`config.mk`:
```
export PLATFORM = sky130hd
export DESIGN_NAME = lineTrsInsert
export DESIGN_NICKNAME = d
export VERILOG_FILES = /design/src/rtl/lineTrsPkg.sv /design/src/rtl/lineTrsCtrl.sv /design/src/rtl/lineTrsPath.sv /design/src/rtl/lineTrsInsert.sv
export SDC_FILE = /design/constraint.sdc
export NUM_CORES = 1
export LEC_CHECK = 0
export BUFFER_PORTS_ARGS = -buffer_cell sky130_fd_sc_hd__buf_4
export CORE_ASPECT_RATIO = 1.25
export CORE_UTILIZATION = 35
export DETAILED_ROUTE_END_ITERATION = 10
export PLACE_DENSITY = 0.49
export SYNTH_ARGS = -nofsm -noshare
export SYNTH_HDL_FRONTEND = slang
export SYNTH_SLANG_ARGS = --single-unit
```
`constraint.sdc`:
```
create_clock -name clk -period 4.4 [get_ports clk]
set_input_delay 0.66 -clock clk [delete_from_list [all_inputs] [get_ports clk]]
set_output_delay 0.66 -clock clk [all_outputs]
set_load 0.05 [all_outputs]
```
`src/rtl/lineTrsPkg.sv`:
```
package lineTrsPkg;
  localparam int WORD_W = 10;
  localparam int LN_W = 11;
  localparam int BUS_W = 2 * WORD_W;
  localparam int FLAG_F = WORD_W - 2;
  localparam int FLAG_V = WORD_W - 3;
  localparam int FLAG_H = WORD_W - 4;

  typedef enum logic [2:0] {
    SEL_PASS, SEL_ONES, SEL_ZERO, SEL_XYZ, SEL_LN0, SEL_LN1
  } wordSelE;

  typedef struct packed {
    wordSelE sel;
    logic f;
    logic v;
    logic h;
    logic [LN_W-1:0] lineNum;
  } strobeT;
endpackage

```
`src/rtl/lineTrsCtrl.sv`:
```
module lineTrsCtrl
  import lineTrsPkg::*;
(
  input  logic             clk,
  input  logic             rstN,
  input  logic [BUS_W-1:0] inWord,
  input  logic             hIn,
  input  logic             vIn,
  input  logic             fIn,
  input  logic             detSel,
  input  logic             chanSel,
  input  logic             trsInsEn,
  input  logic             lnInsEn,
  input  logic             lineRstIn,
  output strobeT           strb
);
  localparam int DLY = 3;

  logic [DLY-1:0] hP, vP, fP, onesP, zeroP;
  logic detH, detV, detF, hLast;
  logic [2:0] seqPos;
  logic seqBusy, seqEav, fL, vL, hL;
  logic [LN_W-1:0] lineCnt;
  logic lineRstPrev;

  logic [WORD_W-1:0] srchWord;
  logic isOnes, isZero, match, effH, effV, effF, edgeNow;
  logic active, curEav, lineEdge;
  logic [2:0] curPos, lastPos;

  always_comb begin
    srchWord = chanSel ? inWord[BUS_W-1:WORD_W] : inWord[WORD_W-1:0];
    isOnes   = &srchWord;
    isZero   = ~|srchWord;
    // reference complete when the status word arrives at the input
    match    = onesP[DLY-1] & zeroP[DLY-2] & zeroP[DLY-3] & srchWord[WORD_W-1];
    if (detSel) begin
      effH = match ? srchWord[FLAG_H] : detH;
      effV = match ? srchWord[FLAG_V] : detV;
      effF = match ? srchWord[FLAG_F] : detF;
    end else begin
      effH = hP[DLY-1];
      effV = vP[DLY-1];
      effF = fP[DLY-1];
    end
    edgeNow = effH != hLast;
    active  = edgeNow | seqBusy;
    curPos  = edgeNow ? 3'd0 : seqPos;
    curEav  = edgeNow ? effH : seqEav;
    lastPos = curEav ? 3'd5 : 3'd3;
    lineEdge = lineRstPrev & ~lineRstIn;

    strb.sel = SEL_PASS;
    if (active) begin
      case (curPos)
        3'd0:    strb.sel = trsInsEn ? SEL_ONES : SEL_PASS;
        3'd1,
        3'd2:    strb.sel = trsInsEn ? SEL_ZERO : SEL_PASS;
        3'd3:    strb.sel = trsInsEn ? SEL_XYZ : SEL_PASS;
        3'd4:    strb.sel = (curEav && lnInsEn && !detSel) ? SEL_LN0 : SEL_PASS;
        3'd5:    strb.sel = (curEav && lnInsEn && !detSel) ? SEL_LN1 : SEL_PASS;
        default: strb.sel = SEL_PASS;
      endcase
    end
    strb.f = edgeNow ? effF : fL;
    strb.v = edgeNow ? effV : vL;
    strb.h = edgeNow ? effH : hL;
    strb.lineNum = lineCnt;
  end

  always_ff @(posedge clk or negedge rstN) begin
    if (!rstN) begin
      hP <= '0; vP <= '0; fP <= '0; onesP <= '0; zeroP <= '0;
      detH <= 1'b0; detV <= 1'b0; detF <= 1'b0; hLast <= 1'b0;
      seqPos <= '0; seqBusy <= 1'b0; seqEav <= 1'b0;
      fL <= 1'b0; vL <= 1'b0; hL <= 1'b0;
      lineCnt <= LN_W'(1); lineRstPrev <= 1'b1;
    end else begin
      hP    <= {hP[DLY-2:0], hIn};
      vP    <= {vP[DLY-2:0], vIn};
      fP    <= {fP[DLY-2:0], fIn};
      onesP <= {onesP[DLY-2:0], isOnes};
      zeroP <= {zeroP[DLY-2:0], isZero};
      if (detSel && match) begin
        detH <= srchWord[FLAG_H];
        detV <= srchWord[FLAG_V];
        detF <= srchWord[FLAG_F];
      end
      hLast <= effH;
      if (edgeNow) begin
        seqEav <= effH;
        fL <= effF; vL <= effV; hL <= effH;
      end
      if (active && curPos != lastPos) begin
        seqPos  <= 3'(curPos + 3'd1);
        seqBusy <= 1'b1;
      end else begin
        seqBusy <= 1'b0;
      end
      lineRstPrev <= lineRstIn;
      if (lineEdge) lineCnt <= LN_W'(1);
      else if (active && curEav && curPos == 3'd5) lineCnt <= LN_W'(lineCnt + 1'b1);
    end
  end
endmodule

```
`src/rtl/lineTrsPath.sv`:
```
module lineTrsPath
  import lineTrsPkg::*;
(
  input  logic             clk,
  input  logic             rstN,
  input  logic [BUS_W-1:0] inWord,
  input  strobeT           strb,
  output logic [BUS_W-1:0] dataOut
);
  logic [BUS_W-1:0] p0, p1, p2;
  logic [WORD_W-1:0] xyzW, ln0W, ln1W;
  logic [1:0][WORD_W-1:0] nxtW;

  always_comb begin
    xyzW = {1'b1, strb.f, strb.v, strb.h, strb.v ^ strb.h, strb.f ^ strb.h,
            strb.f ^ strb.v, strb.f ^ strb.v ^ strb.h, 2'b00};
    ln0W = {~strb.lineNum[6], strb.lineNum[6:0], 2'b00};
    ln1W = {1'b1, 3'b000, strb.lineNum[10:7], 2'b00};
  end

  for (genvar ch = 0; ch < 2; ch++) begin : gChan
    logic [WORD_W-1:0] src;
    assign src = p2[ch*WORD_W +: WORD_W];
    always_comb begin
      case (strb.sel)
        SEL_ONES: nxtW[ch] = '1;
        SEL_ZERO: nxtW[ch] = '0;
        SEL_XYZ:  nxtW[ch] = xyzW;
        SEL_LN0:  nxtW[ch] = ln0W;
        SEL_LN1:  nxtW[ch] = ln1W;
        default:  nxtW[ch] = src;
      endcase
    end
  end

  always_ff @(posedge clk or negedge rstN) begin
    if (!rstN) begin
      p0 <= '0; p1 <= '0; p2 <= '0; dataOut <= '0;
    end else begin
      p0 <= inWord;
      p1 <= p0;
      p2 <= p1;
      dataOut <= nxtW;
    end
  end
endmodule

```
`src/rtl/lineTrsInsert.sv`:
```
module lineTrsInsert
  import lineTrsPkg::*;
(
  input  logic        clk,
  input  logic        rstN,
  input  logic [19:0] dataIn,
  input  logic        hIn,
  input  logic        vIn,
  input  logic        fIn,
  input  logic        detSel,
  input  logic        chanSel,
  input  logic        trsInsEn,
  input  logic        lnInsEn,
  input  logic        lineRstIn,
  output logic [19:0] dataOut
);
  strobeT strb;

  lineTrsCtrl i_ctrl (
    .clk(clk), .rstN(rstN), .inWord(dataIn), .hIn(hIn), .vIn(vIn), .fIn(fIn),
    .detSel(detSel), .chanSel(chanSel), .trsInsEn(trsInsEn), .lnInsEn(lnInsEn),
    .lineRstIn(lineRstIn), .strb(strb)
  );

  lineTrsPath i_path (
    .clk(clk), .rstN(rstN), .inWord(dataIn), .strb(strb), .dataOut(dataOut)
  );
endmodule

```
-- Word-level counts from Yosys, hierarchy flattened
Cells that the tools add are included.
- register bits after elaboration: 118
- input bits: 30
- output and inout port bits: 20
- word-level logic and storage cells: 84
- add/sub/neg operators: 2
- eq/ne operators: 12
- multiplexer cells: 25
- bitwise operators: 11
- reductions and logical operators: 13
- operator list (operator ; count):
    10-bit one-hot mux with 5 select lines ; 2
    11-bit 2-to-1 mux ; 2
    3-bit 2-to-1 mux ; 5
    3-bit one-hot mux with 5 select lines ; 1
    3-bit by 2-bit equality test with 1-bit output (second input constant) ; 4
    3-bit equality test (second input constant) ; 4
    1-bit 2-to-1 mux ; 12
    11-bit by 1-bit adder with 11-bit output (second input constant) ; 1
    10-bit 2-to-1 mux ; 1
    10-bit AND reduction ; 1
    10-bit OR reduction ; 1
    3-bit by 1-bit equality test with 1-bit output (second input constant) ; 2
    1-bit logical AND ; 6
    1-bit bitwise AND ; 4
    2-bit 2-to-1 mux ; 2
    1-bit bitwise XOR ; 4
    3-bit by 1-bit adder with 3-bit output (second input constant) ; 1
    3-bit zero test ; 1
    3-bit inequality test ; 1
    1-bit zero test ; 2
    1-bit NOT ; 2
    2-bit nonzero test ; 1
    2-bit OR reduction ; 1
    1-bit inequality test ; 1
    1-bit OR ; 1

-- Longest topological paths before layout
Gate-level depths: netlist of the first run.
- word-level depth: 14
- gate-level depth with buffers: 17
- depth with buffers taken out: 16

-- Cells and area by module
Synthesis of the first run repeated with hierarchy kept, for this count alone.
- cell total of the unflattened synthesis: 358
- area, all modules: 4362.9 sq um
- modules (own cells, without submodules) (module ; instances ; cells each ; area an instance (sq um) ; sequential area each (sq um)):
    lineTrsPath ; 1 ; 177 ; 2560.0 ; 2001.9
    lineTrsCtrl ; 1 ; 181 ; 1803.0 ; 953.4

-- Worst setup path after synthesis of the first run
No wires, ideal clock.
- kind: in2reg
- start point: input chanSel
- end point: register i_path.dataOut[13]
- library setup time: 118 ps
- data arrival time: 3702 ps
- required time: 4282 ps
- setup slack: 580 ps
- cell stages on the path: 13
- buffers on the path: 1
- path through: mux2i_1 -> or4_1 -> buf_2 -> a31o_1 -> nand2_2 -> nand2_1 -> ha_1 -> o2111ai_1 -> or3b_2 -> a21oi_1 -> nor4_1 -> a31o_2 -> a21o_1
- RTL lines (item ; RTL line ; source):
    start: declaration ; lineTrsInsert.sv:11 ; input logic chanSel,
    end signal: assignment ; lineTrsPath.sv:43 ; dataOut <= nxtW;
    end: declaration ; lineTrsPath.sv:8 ; output logic [BUS_W-1:0] dataOut

==> summary.txt, run 1 <==
Result of the run -> completed
Ys async rst share -> 100%
Buffer depth of the longest clock path -> 2
Number of synthesized register bits -> 118
Starting density of the core -> 35.8%
Setup slack on the worst flop-to-flop path -> 0.70 ns
Final Instance Count excl. Fillers -> 584
Sequential fraction of design power -> 35.1%
Mean cell area of the mapped netlist -> 13.0 um2
Post-synthesis instance area -> 4350 um2
Type of destination of the critical path -> flop
Critical Path Max Stage Delay -> 0.60 ns
Leak -> 2.60 nW
All-Layer GR Usage -> 15.8%
Power dissipated by switching net loads -> 1.19 mW
Via-to-Cell Ratio -> 4.72
Max-slew violation count -> 0
Clock latency on the worst-skew pair -> 0.40 ns
Synth area leader -> dfrtp_1
Number of failing hold endpoints at the final stage -> 0
Ranking of synthesized cells by area -> dfrtp_1 67%, mux2i_1 2.3%, nand2_1 2.2%, ha_1 1.7%, o21ai_0 1.7%
RSZ-0062 raised after global routing -> no
Pre-CTS WS -> 0.205 ns
Clock input transition at the sequential cells of the worst setup and hold paths -> 0.05 ns
Synthesis-to-layout area growth -> 28.8%
Setup violation total in the final timing report -> 0
Final-layout setup total negative slack -> 0 ns
Sequential fraction of the synthesis area -> 67.9%
Total Power -> 3.77 mW
Number of buffers created by CTS -> 17
Inst Count DP -> 553
Endpoint of the lowest-slack register-to-register path -> i_path.dataOut[19]
Aggregate routed wire length -> 8940 um
Reg2Reg Launch Point -> i_ctrl.zeroP[0]
Placeable core region -> 12,200 um2
Final estimated routing congestion in global placement -> 0.833
Vias in the first global route -> 2,890
Pin count of the biggest net entering global routing -> 61
Number of cells produced by synthesis -> 336
Iteration count of the initial detailed-routing pass -> 4
Reg2Reg Depth -> 15
Worst Slack Setup Final -> 0.572 ns
Yosys synthesis warning count -> 0
Floorplan row count -> 45
Clock sink count -> 118
Leftover overflow at the end of global routing -> 0
Internal power contribution -> 2.57 mW
Antenna violation net count after detailed routing -> 0
PostCTS Resize Cnt -> 0
Die outline area -> 12,900 um2
Flip-flop cell with the highest count after synthesis -> dfrtp_1
Worst IR drop on VDD -> 271 uV
Critical path start-end classification -> in2reg
Post-CTS Hold Buffers -> 0
Clock tree from TritonCTS -> built
Number of enable flip-flop cells after synthesis -> 0
Arrival time reported for the critical path endpoint -> 4.11 ns
Relative slew slack -> 43.7%
Number of antenna violations at the first check in global routing -> 0
Hold_ws -> 0.328 ns
Final standard cell area without fillers -> 5610 um2
Height of the chip -> 127 um
Switching fraction of total power -> 31.7%
Via Count -> 2,758
Count of maximum capacitance violations -> 0
Number of distinct library cells after synthesis -> 54
Placed cell area -> 4970 um2
Routed len/inst -> 15.3 um
Worst-Margin Slew -> 0.843 ns
Startpoint class of the critical path -> input pin
Clock power frac -> 39.3%
Part of the total power dissipated in combinational logic -> 25.6%
Drt drc -> 0
Fraction of the core area covered by cells at the end of the flow -> 46.1%
Detailed router's first-iteration violation count -> 94
Final Cycle Share -> 87.0%
Number of nets in the layout -> 444
Antenna Diode Count -> 0
Fmax -> 261 MHz
Critical-path cell with the highest stage delay -> or4_1
Ordered list of cells on the worst path -> buf_4 > mux2i_1 > or4_1 > nand3_1 > nand2_2 > nand2_1 > inv_1 > ha_1 > ha_1 > o31ai_1 > nor2_1 > nand2_1 > nor3b_2 > and2_1 > o21ai_0 > o31a_1
IO buf count -> 49
Net Count, Synth -> 372
Hpwl dp -> 6530 um
Pwr/cell area -> 671 nW/um2
Path class of the lowest-slack min-delay path -> in2async
Number of fill cells -> 1,143
Worst EP required -> 4.68 ns
Wire length of the first global-routing pass -> 14,800 um
Ports -> 50
Die X -> 102 um
Post-layout minimum cycle time -> 3.83 ns
CTS H-tree lvls -> 4
Share of layout cells above drive strength 1 -> 24.5%
Number of setup buffers added after CTS -> 0
Clock tree root buffer cell -> clkbuf_16
Fraction of synthesized cell area taken by the top area cell type -> 66.7%
Largest driver fanout on the critical path -> 12
Worst Clk Skew -> 0.00723 ns
-- state kept, by name, indices dropped and copies added (netlist names), 3 cells and up --
register        cells
i_ctrl.onesP        3
i_path.dataOut     20
i_path.p0          20
i_ctrl.seqPos       3
i_path.p1          20
i_ctrl.vP           3
i_ctrl.lineCnt     11
i_ctrl.hP           3
i_ctrl.fP           3
i_path.p2          20
-- layout by cell type, fill, tap and decap left out, types with 3 or more instances in the layout --
cell	count
inv_1	15
mux2i_1	10
a21oi_1	11
o22ai_1	3
and3_1	6
buf_4	61
dfrtp_1	116
nand4_1	3
clkinv_4	3
a21o_1	8
a2111oi_0	4
nor3_1	10
bufinv_16	5
xor2_1	7
nand3_1	10
nor4_1	3
clkbuf_16	17
nand2b_1	4
a221o_1	6
and2_1	3
ha_1	6
o21ai_0	15
nand2_1	26
xnor2_1	7
nor2_1	17
-- cell families (layout without fill, tap and decap cells) --
logic type | after synthesis | in the layout | synth area share, %
flip-flops | 118 | 118 | 67.9
AND/OR/NAND/NOR | 95 | 95 | 10.9
AO/OA/AOI/OAI | 67 | 67 | 11.4
buffers and inverters | 23 | 107 | 2.30
XOR/XNOR | 14 | 14 | 2.82
multiplexers | 11 | 11 | 2.56
adder cells (fa/ha/maj) | 8 | 8 | 2.18
-- power groups by stage --
stage	clock network, mW	registers [mW]	logic (mW)
finish	1.48	1.32	0.963
global route	1.57	1.34	1.04
CTS	1.51	1.32	0.973
detailed placement	0	1.34	0.971
global placement	0	1.34	0.968
floorplan	0	1.63	0.354
-- cells in the mapped netlist (2+ instances only) --
cell / instances
dfstp_2: 2
dfrtp_1: 116
nor3_1: 10
nand2_1: 26
mux2i_1: 10
and3_1: 6
nand3_1: 10
nand2b_1: 4
a21oi_1: 11
maj3_1: 2
xnor2_1: 7
ha_1: 6
and2_1: 3
a2bb2oi_1: 2
or3_1: 2
a31oi_1: 2
o31a_1: 2
inv_1: 15
o221ai_1: 2
nor2_1: 17
nand4_1: 3
xor2_1: 7
clkbuf_1: 4
a21o_1: 8
nor4_1: 3
or4_1: 2
nor2b_1: 2
o21ai_0: 15
a2111oi_0: 4
o22ai_1: 3
a221o_1: 6
buf_2: 2
-- routing by layer --
layer	GRT usage, %	share of wire (%)	vias to the layer above
li1	-	-	1326
met1	19.8	44	1361
met2	25.4	51	63
met3	4.35	4.4	8
met4	6.91	1.2	0
met5	0	0	-
-- critical path: cells and delay by family --
| family | cells | cell delay, ns |
|---|---|---|
| AOI/OAI and AO/OA | 3 | 0.83 |
| muxes | 1 | 0.17 |
| adders and majority gates | 2 | 0.44 |
| buffers and inverters | 2 | 0.23 |
| and+or+nand+nor | 8 | 1.78 |
-- cell type report --
| cell class | count | area (um2) | share of cell area [%] |
|---|---|---|---|
| multi-input combinational | 195 | 1300 | 23.1 |
| timing repair buffer | 61 | 458 | 8.17 |
| sequential | 118 | 2960 | 52.7 |
| tap | 164 | 205 | 3.66 |
| inverter | 15 | 56.3 | 1.00 |
| clock inverter | 12 | 203 | 3.61 |
| clock buffer | 19 | 433 | 7.72 |
-- worst max path at each step --
| stage | start | slack (ns) | depth (start not counted) | to |
|---|---|---|---|---|
| after floorplan | chanSel | 0.58 | 13 | i_path.dataOut[13] |
| after global placement | chanSel | 0.28 | 15 | i_path.dataOut[8] |
| after detailed placement | chanSel | 0.21 | 14 | i_path.dataOut[2] |
| after CTS | chanSel | 0.61 | 14 | i_path.dataOut[2] |
| after global routing | chanSel | 0.24 | 16 | i_path.dataOut[19] |
| final | chanSel | 0.57 | 16 | i_path.dataOut[19] |
No activity file was read; power rests on OpenSTA's default activity.
==> run 2: changes to the inputs <==
--- a/config.mk
+++ b/config.mk
@@ -6,10 +6,12 @@
 export NUM_CORES = 1
 export LEC_CHECK = 0
 export BUFFER_PORTS_ARGS = -buffer_cell sky130_fd_sc_hd__buf_4
+export CAP_MARGIN = 10
 export CORE_ASPECT_RATIO = 1.25
-export CORE_UTILIZATION = 35
+export CORE_UTILIZATION = 57
+export CTS_CLUSTER_DIAMETER = 50
 export DETAILED_ROUTE_END_ITERATION = 10
-export PLACE_DENSITY = 0.49
+export PLACE_DENSITY = 0.75
 export SYNTH_ARGS = -nofsm -noshare
 export SYNTH_HDL_FRONTEND = slang
 export SYNTH_SLANG_ARGS = --single-unit
==> run 2 against run 1 <==
Register-to-register slack got worse by 0.02 ns. Maximum frequency rose by 2.3%. Non-clock buffer count did not move. Cell count fell by 12%. Design area fell by 2.1%. Clock skew rose by 0.00073 ns. First-iteration DRC count rose by 140%. Worst setup slack improved by 0.086 ns. Sequential share of layout area rose by 1.1 points. Total power fell by 1.6%. Routed wire length rose by 1.7%. Highest routed layer unchanged.
==> summary.txt, run 2 (synthesis results as in run 1) <==
CTS H-tree lvls -> 4
Routed len/inst -> 17.7 um
Number of nets in the layout -> 444
Die X -> 80.2 um
Pwr/cell area -> 675 nW/um2
Floorplan row count -> 35
Worst Clk Skew -> 0.00796 ns
Pin count of the biggest net entering global routing -> 49
Critical-path cell with the highest stage delay -> or4_1
Setup violation total in the final timing report -> 0
Final Cycle Share -> 85.0%
Commonest cells after routing, fill and taps aside -> 116 x dfrtp_1, 61 x buf_4, 26 x nand2_1
Relative slew slack -> 46.2%
Aggregate routed wire length -> 9100 um
Hpwl dp -> 5950 um
IO buf count -> 49
Most common library cell in the layout ignoring fill and taps -> dfrtp_1
Antenna violation net count after detailed routing -> 0
Worst-Margin Slew -> 0.806 ns
Critical path start-end classification -> in2reg
Critical Path Max Stage Delay -> 0.59 ns
Wire length of the first global-routing pass -> 14,700 um
Clock input transition at the sequential cells of the worst setup and hold paths -> 0.06 ns
Share of layout cells above drive strength 1 -> 25.2%
Clock sink count -> 118
Via-to-Cell Ratio -> 5.62
Largest driver fanout on the critical path -> 12
Number of antenna violations at the first check in global routing -> 0
Pre-CTS WS -> 0.313 ns
Fraction of the core area covered by cells at the end of the flow -> 74.2%
Number of setup buffers added after CTS -> 0
Final estimated routing congestion in global placement -> 0.923
Starting density of the core -> 58.8%
Worst IR drop on VDD -> 416 uV
Via Count -> 2,881
Path class of the lowest-slack min-delay path -> in2async
RSZ-0062 raised after global routing -> no
Synthesis-to-layout area growth -> 26.1%
Die outline area -> 7990 um2
Iteration count of the initial detailed-routing pass -> 7
Worst EP required -> 4.84 ns
Drt drc -> 0
Detailed router's first-iteration violation count -> 227
Number of failing hold endpoints at the final stage -> 0
Vias in the first global route -> 2,962
Startpoint class of the critical path -> input pin
Arrival time reported for the critical path endpoint -> 4.18 ns
Ordered list of cells on the worst path -> buf_4 > mux2i_1 > or4_1 > nand3_1 > nand2_2 > nand2_1 > inv_1 > ha_1 > ha_1 > o31ai_1 > nor2_1 > nand2_1 > nor3b_2 > buf_4 > a2bb2oi_1 > o22ai_1 > a221o_1
Buffer depth of the longest clock path -> 2
Leftover overflow at the end of global routing -> 0
Ports -> 50
Number of buffers created by CTS -> 17
Count of maximum capacitance violations -> 0
Placeable core region -> 7400 um2
Post-layout minimum cycle time -> 3.74 ns
All-Layer GR Usage -> 25.8%
Type of destination of the critical path -> flop
Result of the run -> completed
Leak -> 2.59 nW
Max-slew violation count -> 0
Antenna Diode Count -> 0
Fmax -> 267 MHz
Clock tree from TritonCTS -> built
Clock tree root buffer cell -> clkbuf_8
Final-layout setup total negative slack -> 0 ns
Clock latency on the worst-skew pair -> 0.51 ns
Height of the chip -> 99.7 um
Worst Slack Setup Final -> 0.658 ns
Post-CTS Hold Buffers -> 0
PostCTS Resize Cnt -> 0
[run 2: changes by cell type in the layout (fill, tap and decap cells not counted)]
cell        before  now
inv_8            0    2
inv_6            1    4
clkbuf_1         2    0
clkbuf_16       17   16
clkinv_2         2    1
clkinvlp_4       1    2
bufinv_16        5    3
clkbuf_8         0    1
[run 2: worst paths after layout]
check	startpoint	to	slack (ns)	cells past startpoint
worst max-delay path	chanSel	i_path.dataOut[14]	0.66	17
worst min register to register	i_path.p1[5]	i_path.p2[5]	0.35	0
min in group clk	vIn	i_ctrl.vP[0]	0.25	1
max in group asynchronous	rstN	i_path.p2[16]	3.38	2
worst max register to register	i_ctrl.zeroP[0]	i_path.dataOut[14]	0.68	16
worst min-delay path	rstN	i_path.dataOut[1]	0.15	1
[run 2: area by class of cell]
| type | instances | area [um2] |
|---|---|---|
| flip-flops and latches | 118 | 2960 |
| fillers | 475 | 1910 |
| multi-input cells | 195 | 1300 |
| repair buffers | 61 | 458 |
| clock buffers | 17 | 414 |
| clock inverters | 15 | 194 |
| well taps | 92 | 115 |
| inverters | 15 | 56.3 |
[run 2: power by group]
part	leakage [nW]	switching, mW	internal (mW)	total [mW]
clock	0.294	0.526	0.878	1.40
sequential	1.42	0.0881	1.24	1.33
combinational	0.876	0.649	0.326	0.975
total	2.59	1.26	2.44	3.70
[run 2: worst max-delay path: cells and delay by family]
family / cells / cell delay [ns]
buf+inv: 3 / 0.42
simple gates: 7 / 1.41
fa+ha+maj: 2 / 0.38
compound gates: 4 / 1.11
mux: 1 / 0.18
[run 2: metal layers]
metal	up-vias	part of all wire [%]	global-route usage [%]
li1	1332	-	-
met4	0	3.5	16.1
met2	110	51	41.6
met3	25	4.2	6.15
met1	1414	41	31.2
met5	-	0	0
[run 2: stage by stage]
stage / hold WS [ns] / cells / total power [mW] / cell area, um2
2_1_floorplan: 0.331 / 336 / 1.99 / 4350
3_3_place_gp: 0.332 / 481 / 2.28 / 4880
3_5_place_dp: 0.335 / 481 / 2.30 / 4880
4_1_cts: 0.158 / 513 / 3.72 / 5490
5_1_grt: 0.184 / 513 / 3.84 / 5490
6_report: 0.145 / 513 / 3.70 / 5490
==> run 3: changes to the inputs <==
--- a/config.mk
+++ b/config.mk
@@ -5,6 +5,7 @@
 export SDC_FILE = /design/constraint.sdc
 export NUM_CORES = 1
 export LEC_CHECK = 0
+export ABC_AREA = 1
 export BUFFER_PORTS_ARGS = -buffer_cell sky130_fd_sc_hd__buf_4
 export CAP_MARGIN = 10
 export CORE_ASPECT_RATIO = 1.25
@@ -12,6 +13,7 @@
 export CTS_CLUSTER_DIAMETER = 50
 export DETAILED_ROUTE_END_ITERATION = 10
 export PLACE_DENSITY = 0.75
+export REMOVE_ABC_BUFFERS = 1
 export SYNTH_ARGS = -nofsm -noshare
 export SYNTH_HDL_FRONTEND = slang
 export SYNTH_SLANG_ARGS = --single-unit
==> run 3 against run 2 <==
Core utilization down 0.92 points. Cell count increased by 15%. Clock power shrank 9%. Flip-flop and latch count did not move. Routed wire length increased by 2.7%. Critical endpoint is now i_path.dataOut[8]. Critical path depth increased by 2. Largest cell class unchanged. Sequential power about the same. Design area hardly changed. Count of clock-buffer cells in the layout stayed put. Combinational power decreased by 5.0%. Worst setup slack improved by 0.63 ns. Sequential share of layout area is essentially flat.
==> summary.txt, run 3 <==
Result of the run -> completed
Critical path start-end classification -> reg2reg
Buffer depth of the longest clock path -> 2
Setup violation total in the final timing report -> 0
Die outline area -> 8200 um2
PostCTS Resize Cnt -> 0
Worst Clk Skew -> 0.00815 ns
Clock latency on the worst-skew pair -> 0.51 ns
Leak -> 2.74 nW
Startpoint class of the critical path -> flop
Most common library cell in the layout ignoring fill and taps -> dfrtp_1
Post-synthesis instance area -> 4470 um2
Worst IR drop on VDD -> 387 uV
Pre-CTS WS -> 0.978 ns
Mean cell area of the mapped netlist -> 10.7 um2
Hpwl dp -> 6160 um
Floorplan row count -> 35
Number of antenna violations at the first check in global routing -> 0
Leftover overflow at the end of global routing -> 0
FF+latch area -> 2960 um2
Synth area leader -> dfrtp_1
Worst EP required -> 4.78 ns
Number of cells produced by synthesis -> 417
Sequential fraction of the synthesis area -> 66.1%
Number of buffers created by CTS -> 17
Drt drc -> 0
Via-to-Cell Ratio -> 5.22
RSZ-0062 raised after global routing -> no
Number of distinct library cells after synthesis -> 30
Via Count -> 3,077
Routed metal-1 wirelength -> 3570 um
Final Cycle Share -> 70.8%
Placeable core region -> 7490 um2
Count of maximum capacitance violations -> 0
Dominant delay contributor by cell family on the critical path -> simple AND/OR/NAND/NOR gates
Number of synthesized register bits -> 118
Metal2 WL -> 5240 um
Multi-input logic area -> 1340 um2
Relative slew slack -> 61.1%
Fraction of synthesized cell area taken by the top area cell type -> 64.9%
Max-slew violation count -> 0
Number of setup buffers added after CTS -> 0
Antenna violation net count after detailed routing -> 0
Ranking of synthesized cells by area -> dfrtp_1 65%, nand2_1 9.1%, nand3_1 4.3%, nor2_1 2.8%, inv_1 2.6%
Vias in the first global route -> 3,286
CTS H-tree lvls -> 4
All-Layer GR Usage -> 26.2%
Routed len/inst -> 15.9 um
Critical Path Max Stage Delay -> 0.35 ns
Clock input transition at the sequential cells of the worst setup and hold paths -> 0.06 ns
Starting density of the core -> 59.7%
Fmax -> 321 MHz
Worst Slack Setup Final -> 1.29 ns
Die X -> 81.2 um
Clock sink count -> 118
Path class of the lowest-slack min-delay path -> in2async
Commonest cells in the synthesized netlist -> 116 x dfrtp_1, 108 x nand2_1, 38 x nand3_1
Height of the chip -> 101 um
Buffer and inverter count on the worst path -> 2
Library cell with the highest instance count after synthesis -> dfrtp_1
Number of enable flip-flop cells after synthesis -> 0
Largest driver fanout on the critical path -> 7
Ports -> 50
Flip-flop cell with the highest count after synthesis -> dfrtp_1
Wire length of the first global-routing pass -> 15,200 um
Number of failing hold endpoints at the final stage -> 0
Post-CTS Hold Buffers -> 0
Antenna Diode Count -> 0
Pwr/cell area -> 636 nW/um2
Iteration count of the initial detailed-routing pass -> 5
Worst-Margin Slew -> 0.581 ns
Ys async rst share -> 100%
Clock tree root buffer cell -> clkbuf_8
Highest signal layer in the routed design -> met4
Critical-path cell with the highest stage delay -> dfrtp_1
Number of nets in the layout -> 520
Pin count of the biggest net entering global routing -> 43
Clock tree from TritonCTS -> built
Yosys synthesis warning count -> 0
Synthesis-to-layout area growth -> 22.7%
Aggregate routed wire length -> 9340 um
Arrival time reported for the critical path endpoint -> 3.49 ns
Routed length on met3 -> 343 um
IO buf count -> 49
Ordered list of cells on the worst path -> inv_1 > nor2_1 > nand2_2 > nand2_1 > nand3_2 > nand3_4 > nand2_2 > nor2_1 > inv_1 > ha_1 > or2_2 > nand2_1 > nand2_1 > nand2_2 > nor2_2 > nand2_1 > nor2_1 > nor2_1 > nand3_1
Share of layout cells above drive strength 1 -> 24.1%
Final-layout setup total negative slack -> 0 ns
Number of fill cells -> 494
Post-layout minimum cycle time -> 3.11 ns
Type of destination of the critical path -> flop
Final estimated routing congestion in global placement -> 0.880
Detailed router's first-iteration violation count -> 157
Commonest cells after routing, fill and taps aside -> 116 x dfrtp_1, 108 x nand2_1, 51 x buf_4
run 3: cell types whose count changed after synthesis, moves of 6 or more:
cell / previous run / this run
inv_2: 0 / 7
mux2i_1: 10 / 4
xnor2_1: 7 / 0
nand3_1: 10 / 38
a221o_1: 6 / 0
inv_1: 15 / 31
nand2_1: 26 / 108
nor3_1: 10 / 4
nor2_1: 17 / 33
nand2_2: 1 / 11
and3_1: 6 / 0
a21o_1: 8 / 0
run 3: area by class of cell:
cell class,count,area share [%]
tap,92,2.10
timing repair buffer,51,6.98
multi-input combinational,257,24.3
inverter,39,2.67
sequential,118,53.9
clock inverter,15,2.51
clock buffer,17,7.55
run 3: worst reg2reg max path, cell delays in order (launching register included):
cell and delay (ns):
dfrtp_1 0.35, inv_1 0.06, nor2_1 0.27, nand2_2 0.16, nand2_1 0.12, nand3_2 0.11
nand3_4 0.14, nand2_2 0.13, nor2_1 0.24, inv_1 0.12, ha_1 0.20, or2_2 0.26
nand2_1 0.06, nand2_1 0.09, nand2_2 0.14, nor2_2 0.09, nand2_1 0.13, nor2_1 0.06
nor2_1 0.14, nand3_1 0.12
run 3: layer usage:
metal  up-vias  track usage (%)
met5         -                0
met4         0             11.0
met3        19             7.06
met2        93             47.3
met1      1501             28.3
li1       1464                -
run 3: per-stage QoR:
step           cells  power [mW]  utilization [%]  hold WS (ns)  cell area, um2
2_1_floorplan    414        1.93                -         0.331            4440
3_3_place_gp     557        2.21             65.9         0.331            4930
3_5_place_dp     557        2.23             65.9         0.335            4930
4_1_cts          589        3.51             73.3         0.140            5490
5_1_grt          589        3.64             73.3         0.160            5490
6_report         589        3.49             73.3         0.124            5490
run 3: path summary, 6_finish.rpt:
check                                     start            endpoint  slack, ns  depth (start not counted)
min in group clk                            hIn        i_ctrl.hP[0]       0.25                          1
worst min register to register     i_ctrl.hP[1]        i_ctrl.hP[2]       0.35                          0
max in group asynchronous                  rstN  i_path.dataOut[16]       3.36                          2
worst min-delay path                       rstN   i_ctrl.lineCnt[9]       0.12                          1
worst max register to register  i_ctrl.onesP[2]   i_path.dataOut[8]       1.29                         19
worst max-delay path            i_ctrl.onesP[2]   i_path.dataOut[8]       1.29                         19
run 3: cell families after synthesis:
kind of cell | count (synthesis) | synth area share, %
xor gates and xnor gates | 5 | 0.980
muxes | 4 | 0.896
AOI/OAI and AO/OA | 23 | 2.83
adders and majority gates | 6 | 1.68
and+or+nand+nor | 219 | 23.5
buffers and inverters | 42 | 4.03
DFF | 118 | 66.1
run 3: power breakdown:
part / switching (mW) / internal [mW]
clock network: 0.549 / 0.718
logic: 0.669 / 0.257
registers: 0.0593 / 1.24
